## src/rtl/drvirq_pkg.sv

```systemverilog
package drvirq_pkg;
    localparam int ADDR_W   = 14;
    localparam int DATA_W   = 8;
    localparam int NCH      = 2;
    localparam int ID_BITS  = 4;
    localparam int ID_IDX_W = $clog2(ID_BITS);

    localparam logic [ADDR_W-1:0] CFG_ADDR = 14'h0000;
    localparam logic [ADDR_W-1:0] ID_BASE  = 14'h2280;
    localparam int CFG_EXT_BIT = 5;
    localparam int CFG_DMA_BIT = 0;

    typedef enum logic [1:0] {ACC_IDLE, ACC_WR, ACC_RD} acc_e;

    typedef struct packed {
        logic                cfg;
        logic [NCH-1:0]      en;
        logic [NCH-1:0]      stat;
        logic                id;
        logic [ID_IDX_W-1:0] id_idx;
    } hit_t;

    function automatic logic [ADDR_W-1:0] chan_en_addr(input int ch);
        return (ch == 0) ? 14'h2200 : 14'h3200;
    endfunction

    function automatic logic [ADDR_W-1:0] chan_stat_addr(input int ch);
        return chan_en_addr(ch) + 14'h0090;
    endfunction
endpackage

```

## src/rtl/drvirq_decode.sv

```systemverilog
module drvirq_decode
    import drvirq_pkg::*;
(
    input  logic [ADDR_W-1:0] addr,
    output hit_t              hit
);
    localparam int ID_LSB = ID_IDX_W + 2;

    always_comb begin
        hit = '0;
        hit.cfg = (addr == CFG_ADDR);
        for (int c = 0; c < NCH; c++) begin
            hit.en[c]   = (addr == chan_en_addr(c));
            hit.stat[c] = (addr == chan_stat_addr(c));
        end
        hit.id     = (addr[ADDR_W-1:ID_LSB] == ID_BASE[ADDR_W-1:ID_LSB]) && (addr[1:0] == 2'b00);
        hit.id_idx = addr[ID_LSB-1:2];
    end
endmodule

```

## src/rtl/drvirq_chan.sv

```systemverilog
module drvirq_chan
    import drvirq_pkg::*;
(
    input  logic clk,
    input  logic rst,
    input  acc_e acc,
    input  logic hit_en,
    input  logic req,
    output logic irq_o
);
    logic en_q;

    always_ff @(posedge clk) begin
        if (rst)                              en_q <= 1'b0;
        else if (hit_en && acc == ACC_WR)     en_q <= 1'b1;
        else if (hit_en && acc == ACC_RD)     en_q <= 1'b0;
    end

    assign irq_o = en_q & req;

    a_r2_write_enables: assert property (@(posedge clk) disable iff (rst)
        (hit_en && acc == ACC_WR) |=> en_q);
    a_r3_read_disables: assert property (@(posedge clk) disable iff (rst)
        (hit_en && acc == ACC_RD) |=> !en_q);
    a_r9_enable_holds: assert property (@(posedge clk) disable iff (rst)
        !(hit_en && acc != ACC_IDLE) |=> $stable(en_q));
    a_r5_irq_needs_req: assert property (@(posedge clk) disable iff (rst)
        irq_o |-> req);
endmodule

```

## src/rtl/drvirq_cfg.sv

```systemverilog
module drvirq_cfg
    import drvirq_pkg::*;
(
    input  logic              clk,
    input  logic              rst,
    input  acc_e              acc,
    input  logic              hit,
    input  logic [DATA_W-1:0] wdata,
    output logic [DATA_W-1:0] cfg_o
);
    always_ff @(posedge clk) begin
        if (rst)                          cfg_o <= '0;
        else if (hit && acc == ACC_WR)    cfg_o <= wdata;
    end

    a_r6_cfg_loads: assert property (@(posedge clk) disable iff (rst)
        (hit && acc == ACC_WR) |=> cfg_o == $past(wdata));
    a_r9_cfg_holds: assert property (@(posedge clk) disable iff (rst)
        !(hit && acc == ACC_WR) |=> $stable(cfg_o));
endmodule

```

## src/rtl/drvirq_ctrl.sv

```systemverilog
module drvirq_ctrl
    import drvirq_pkg::*;
#(
    parameter logic [ID_BITS-1:0] ID_CODE = 4'b0011
) (
    input  logic              clk,
    input  logic              rst,
    input  logic [ADDR_W-1:0] bus_addr,
    input  logic              bus_wr,
    input  logic              bus_rd,
    input  logic [DATA_W-1:0] bus_wdata,
    output logic [DATA_W-1:0] bus_rdata,
    input  logic [NCH-1:0]    drv_req,
    output logic              card_irq,
    output logic              dma_sel,
    output logic              ext_en
);
    acc_e              acc;
    hit_t              hit;
    logic [NCH-1:0]    irq_vec;
    logic [DATA_W-1:0] cfg_q;
    logic [DATA_W-1:0] rd_next;

    // write wins over read when both strobes are high
    assign acc = bus_wr ? ACC_WR : (bus_rd ? ACC_RD : ACC_IDLE);

    drvirq_decode u_decode (.addr(bus_addr), .hit(hit));

    for (genvar c = 0; c < NCH; c++) begin : g_chan
        drvirq_chan u_chan (
            .clk    (clk),
            .rst    (rst),
            .acc    (acc),
            .hit_en (hit.en[c]),
            .req    (drv_req[c]),
            .irq_o  (irq_vec[c])
        );
    end

    drvirq_cfg u_cfg (
        .clk   (clk),
        .rst   (rst),
        .acc   (acc),
        .hit   (hit.cfg),
        .wdata (bus_wdata),
        .cfg_o (cfg_q)
    );

    assign card_irq = |irq_vec;
    assign dma_sel  = cfg_q[CFG_DMA_BIT];
    assign ext_en   = cfg_q[CFG_EXT_BIT];

    always_comb begin
        rd_next = '0;
        if (hit.cfg) rd_next = cfg_q;
        for (int c = 0; c < NCH; c++)
            if (hit.stat[c]) rd_next[0] = drv_req[c];
        if (hit.id) rd_next[0] = ID_CODE[hit.id_idx];
    end

    always_ff @(posedge clk) begin
        if (rst)                 bus_rdata <= '0;
        else if (acc == ACC_RD)  bus_rdata <= rd_next;
    end

    a_r5_irq_has_source: assert property (@(posedge clk) disable iff (rst)
        card_irq |-> (drv_req != '0));
    a_r4_status_upper_zero: assert property (@(posedge clk) disable iff (rst)
        (acc == ACC_RD && hit.stat != '0) |=> bus_rdata[DATA_W-1:1] == '0);
    a_r7_id_upper_zero: assert property (@(posedge clk) disable iff (rst)
        (acc == ACC_RD && hit.id) |=> bus_rdata[DATA_W-1:1] == '0);
    a_r9_unmapped_zero: assert property (@(posedge clk) disable iff (rst)
        (acc == ACC_RD && hit == '0) |=> bus_rdata == '0);
    a_r3_enable_read_zero: assert property (@(posedge clk) disable iff (rst)
        (acc == ACC_RD && hit.en != '0) |=> bus_rdata == '0);
endmodule

```

## config.mk

```make
export PLATFORM = sky130hd
export DESIGN_NAME = drvirq_ctrl
export DESIGN_NICKNAME = d
export VERILOG_FILES = /design/src/rtl/drvirq_pkg.sv /design/src/rtl/drvirq_decode.sv /design/src/rtl/drvirq_chan.sv /design/src/rtl/drvirq_cfg.sv /design/src/rtl/drvirq_ctrl.sv
export SDC_FILE = /design/constraint.sdc
export NUM_CORES = 1
export LEC_CHECK = 0
export BUFFER_PORTS_ARGS = -buffer_cell sky130_fd_sc_hd__clkbuf_2
export CAP_MARGIN = 40
export CORE_AREA = 2 2 48 50
export CTS_BUF_LIST = sky130_fd_sc_hd__clkbuf_16
export DETAILED_ROUTE_END_ITERATION = 12
export DIE_AREA = 0 0 50 52
export GPL_TIMING_DRIVEN = 0
export PLACE_DENSITY = 0.71
export SETUP_SLACK_MARGIN = 0.15
export SLEW_MARGIN = 5
export SYNTH_ARGS = -nofsm -noshare
export SYNTH_HDL_FRONTEND = slang
export SYNTH_SLANG_ARGS = --single-unit
```

## constraint.sdc

```tcl
create_clock -name clk -period 1.45 [get_ports clk]
set_clock_uncertainty 0.1 [all_clocks]
set_input_delay 0 -clock clk [delete_from_list [all_inputs] [get_ports clk]]
set_output_delay 0 -clock clk [all_outputs]
set_load 0.1 [all_outputs]
```

After elaboration in Yosys (flattened, before gate mapping). Index checks and enable logic that the tools add are counted.

Latch bits: 0. Output and inout port bits: 11. Memories kept: 0. Memory bits (writable): 0. Memory bits (read-only): 0. Bits in registers: 18. Word-level logic and storage cells: 37. Input port bits: 28.

Eq/ne operators: 7. $add $sub $neg: 0. Bitwise gates (word level): 2. Multiplexer cells: 12. Div/mod/pow operators: 0. Order comparisons: 1. Shift operators: 0. $mul: 0. Reduce and logical (&&, ||, !) cells: 11.

Operators with widths (number): $eq A14 B14 Y1 const B (4); $logic_not A14 Y1 (1); $eq A10 B10 Y1 const B (1); $mux W1 (8); $mux W8 (1); $logic_and A1 B1 Y1 (6); $mux W2 (2); $reduce_bool A2 Y1 (2); $lt A2 B3 Y1 const B (1); $and A1 B1 Y1 (2); $bmux W1 S2 (1); $eq A2 B1 Y1 const B (1); $eq A2 B2 Y1 const B (1); $logic_not A2 Y1 (1); $reduce_or A2 Y1 (1).

Depth between registers and ports, before layout.
Depth after elaboration: 6. Mapped depth: 6. Gate-level depth less buffers: 4.

Hierarchy. A second synthesis with hierarchy kept.

Cells, all modules: 109. Area, all modules: 922.1 um2.

Modules (own cells, without submodules): drvirq_cfg (instances 1, cells an instance 35, sequential area each 160.2 um2, area an instance 364.1 um2); drvirq_ctrl (instances 1, cells an instance 42, sequential area each 160.2 um2, area an instance 340.3 um2); drvirq_decode (instances 1, cells an instance 18, sequential area each 0.0 um2, area an instance 117.6 um2); drvirq_chan (instances 2, cells an instance 7, sequential area each 20.0 um2, area an instance 50.0 um2).

Worst setup path before layout. OpenSTA, ideal clock, no wires.

Path type: register to register. From: register bus_rdata[0] (netlist name). To: register bus_rdata[0]. Data required time: 1.275 ns. Period minus slack after synthesis: 1.722 ns. Setup time: 0.075 ns. Buffers on the path: 0. Cell stages (with the launch flop): 4. Arrival: 1.547 ns. Slack: -0.272 ns. Cells stage by stage: dfxtp_1 o221ai_1 o32a_1 o22ai_1.

RTL lines: end signal: assignment (RTL line drvirq_ctrl.sv:63) `else if (acc == ACC_RD) bus_rdata <= rd_next;`; end: declaration (RTL line drvirq_ctrl.sv:12) `output logic [DATA_W-1:0] bus_rdata,`.

Final worst setup path.
From: register g_chan[0].u_chan.en_q. To: output card_irq.

Word-level cells in the longest chain between the ends: 2.

RTL lines: start: declaration (RTL line drvirq_chan.sv:11) `logic en_q;`; start signal: assignment (RTL line drvirq_chan.sv:14) `if (rst) en_q <= 1'b0;`; start signal: assignment (RTL line drvirq_chan.sv:15) `else if (hit_en && acc == ACC_WR) en_q <= 1'b1;`; start signal: assignment (RTL line drvirq_chan.sv:16) `else if (hit_en && acc == ACC_RD) en_q <= 1'b0;`; $and A1 B1 Y1 (RTL line drvirq_chan.sv:19) `assign irq_o = en_q & req;`; $reduce_or A2 Y1 (RTL line drvirq_ctrl.sv:49) `assign card_irq = |irq_vec;`; end: declaration (RTL line drvirq_ctrl.sv:14) `output logic card_irq,`.

No other way between the ends.

==> metrics.yaml <==
placed_design:
  place_congestion: 0.820
  io_buffers: 37
  dp_hpwl_mm: 1.78
  numPlacedInstances: 170
setup_path:
  end_kind: "primary output"
  crit_chain: "a22o_1, buf_2"
  path_class: "reg -> out"
  cp.required_ns: 1.35
  cp_num_buf_inv: 1
  cp_top_family: "buffers and inverters"
  crit_slowest_cell: "buf_2"
  critPathMaxStageDelay_ns: 0.42
  critPathArrivalTime_ns: 1.14
  crit_fanout: 2
  worstSetupStartpointType: "flop"
yosys:
  synth_edf_count: 0
  avgSynthCellArea_sq_um: 8.52
  synth_area_sq_um: 895
  synth_top_area_share_pct: 40.3
  ys_seq_area_share_pct: 40.3
  synth.largest_area_cell: "dfxtp_1"
  ys_warn_count: 0
  ys_top_cells_by_area: "dfxtp_1 40%, a21oi_1 8.4%, nand3_1 8.4%, o21ai_0 5.0%, nor4_4 4.8%"
  synthArstFlopShare_pct: 0
  synthCells: 105
  synth-seq-cells: 18
  syn_nets: 133
  synthDistinctLibCells: 33
  ys.flop_type: "dfxtp_1"
finish:
  final_cell_mix: "36 x clkbuf_2, 15 x nand3_1, 15 x a21oi_1"
  post-route-util_pct: 61.4
  num-fill-cells: 185
  instances_no_fill: 183
  layout.nets: 184
  syn2layout_area_growth_pct: 44.6
  layout-drive-gt1-share_pct: 40.0
  final_common_cell: "clkbuf_2"
  antennaDiodeCount: 0
floorplan:
  num_io_pins: 39
  die_h_um: 52
  dieWidth_um: 50
  rows: 17
  initial_core_util_pct: 42.5
  die_area_sq_um: 2600
  core_region_area_sq_um: 2110
sta:
  rsz0062_at_grt: "false"
  max_freq_mhz: 807
  whs_ns: -0.000163
  final-setup-viol-count: 0
  layout_min_cycle_time_ns: 1.24
  drv_slew: 0
  relSlewSlack_pct: 63.6
  hold_viol: 1
  period_share_pct: 85.4
  worst_pin_slew_ns: 0.548
detailed_routing:
  num_vias: 982
  ant_nets: 0
  drt_first_pass_iters: 4
  route.detailed.drc: 0
  viasPerCell: 5.37
  wl_per_cell_um: 13.3
  drt-initial-drc-count: 19
  routed_wl_mm: 2.43
clock_tree:
  clk_path_buf_depth: 2
  clkTransAtPathRegs_ns: 0.05
  clock-sinks: 18
  htreeDepth: 1
  root_buffer: "clkbuf_16"
  clkLatencyLatePin_ns: 0.25
  numCtsBuffers: 3
  cts_tree: "built"
status:
  outcome: "finished, violations left"
  violations: "hold timing"
grt:
  grt_max_degree: 11
  grtUsageTotal_pct: 20.5
  grt_pass1_wl_mm: 3.95
  gr-total-overflow: 0
  grt_pass1_vias: 937
  antenna_found_initial: 0
pwr:
  power.density_nw_per_um2: 899
  ir_drop_v: 0.000558
  power_leakage_nw: 0.491
hold_path:
  holdCritPathClass: "in -> reg"
flow_run:
  maxCapViolCount: 0
[repair_timing]
item	4_1_cts	5_1_grt
gates resized for setup	0	1
hold buffers	8	0
endpoints found under the hold margin	8	0
buffers inserted	0	1
endpoints found under the setup margin	1	10
pin swaps	1	1
[power breakdown]
| part | internal [mW] | switching (mW) | leakage [nW] |
|---|---|---|---|
| clock | 0.367 | 0.185 | 0.0385 |
| sequential | 0.495 | 0.00000744 | 0.150 |
| combinational | 0.0530 | 0.0630 | 0.302 |
[flip-flops by register name, indices dropped and copies added (netlist names)]
name,flops
g_chan.u_chan.en_q,2
u_cfg.cfg_o,8
bus_rdata,8
[cell type report]
cell class                 instances  area [sq um]  share of cell area, %
clock inverter                     1          3.75                  0.290
sequential                        18           373                   28.8
clock buffer                       3          75.1                   5.80
buffer                             7          50.0                   3.87
timing repair buffer              46           273                   21.1
multi-input combinational         78           477                   36.8
inverter                           2          7.51                  0.580
tap                               28          35.0                   2.71
[cells in the mapped netlist, drive strengths merged, types with 3 or more instances]
cell type	count
a21oi	17
buf	5
dfxtp	18
nand2	9
nand3	17
nand4	4
nor2b	3
nor4	3
o21ai	9
[worst reg2reg max path: stages, from the launching register on]
cell and delay (ns):
dfxtp_2 0.35, o221ai_1 0.10, o32a_1 0.30, o22ai_1 0.11
[path summary, 6_finish.rpt]
| path | start | endpoint | slack, ns | cells after the start |
|---|---|---|---|---|
| min reg2reg | bus_rdata[1] | bus_rdata[1] | 0.35 | 2 |
| max reg2reg | bus_rdata[0] | bus_rdata[0] | 0.41 | 3 |
| max | g_chan[0].u_chan.en_q | card_irq | 0.21 | 2 |
| min | drv_req[1] | bus_rdata[0] | -0.0002 | 3 |
[kinds of logic (layout without fill, tap and decap cells)]
family / after synthesis / in the layout / share of synthesized area [%]
and+or+nand+nor: 44 / 44 / 30.6
DFF: 18 / 18 / 40.3
AOI/OAI and AO/OA: 34 / 34 / 22.7
buffers and inverters: 9 / 59 / 6.43
[stage by stage]
stage / power [mW] / setup slack (ns) / TNS [ns] / hold slack, ns / area, sq um
2_1_floorplan: 0.542 / 0.0674 / 0 / 0.0402 / 907
3_3_place_gp: 0.601 / -0.0195 / -0.0852 / 0.131 / 1130
3_5_place_dp: 0.602 / -0.0722 / -0.461 / 0.141 / 1130
4_1_cts: 1.17 / 0.156 / 0 / 0.0113 / 1290
5_1_grt: 1.21 / 0.152 / 0 / 0.0408 / 1290
6_report: 1.16 / 0.211 / 0 / -0.000163 / 1290
[per-layer routing]
| metal | wire length [um] | vias up | share of wire (%) | track usage (%) |
|---|---|---|---|---|
| met2 | 1260 | 37 | 52 | 37.7 |
| met3 | 160 | 5 | 6.6 | 4.02 |
| li1 | - | 494 | - | - |
| met4 | 54 | 0 | 2.2 | 11.1 |
| met1 | 962 | 446 | 40 | 22.0 |
| met5 | 0 | - | 0 | 0 |
Power figures use the tool's default switching activity.
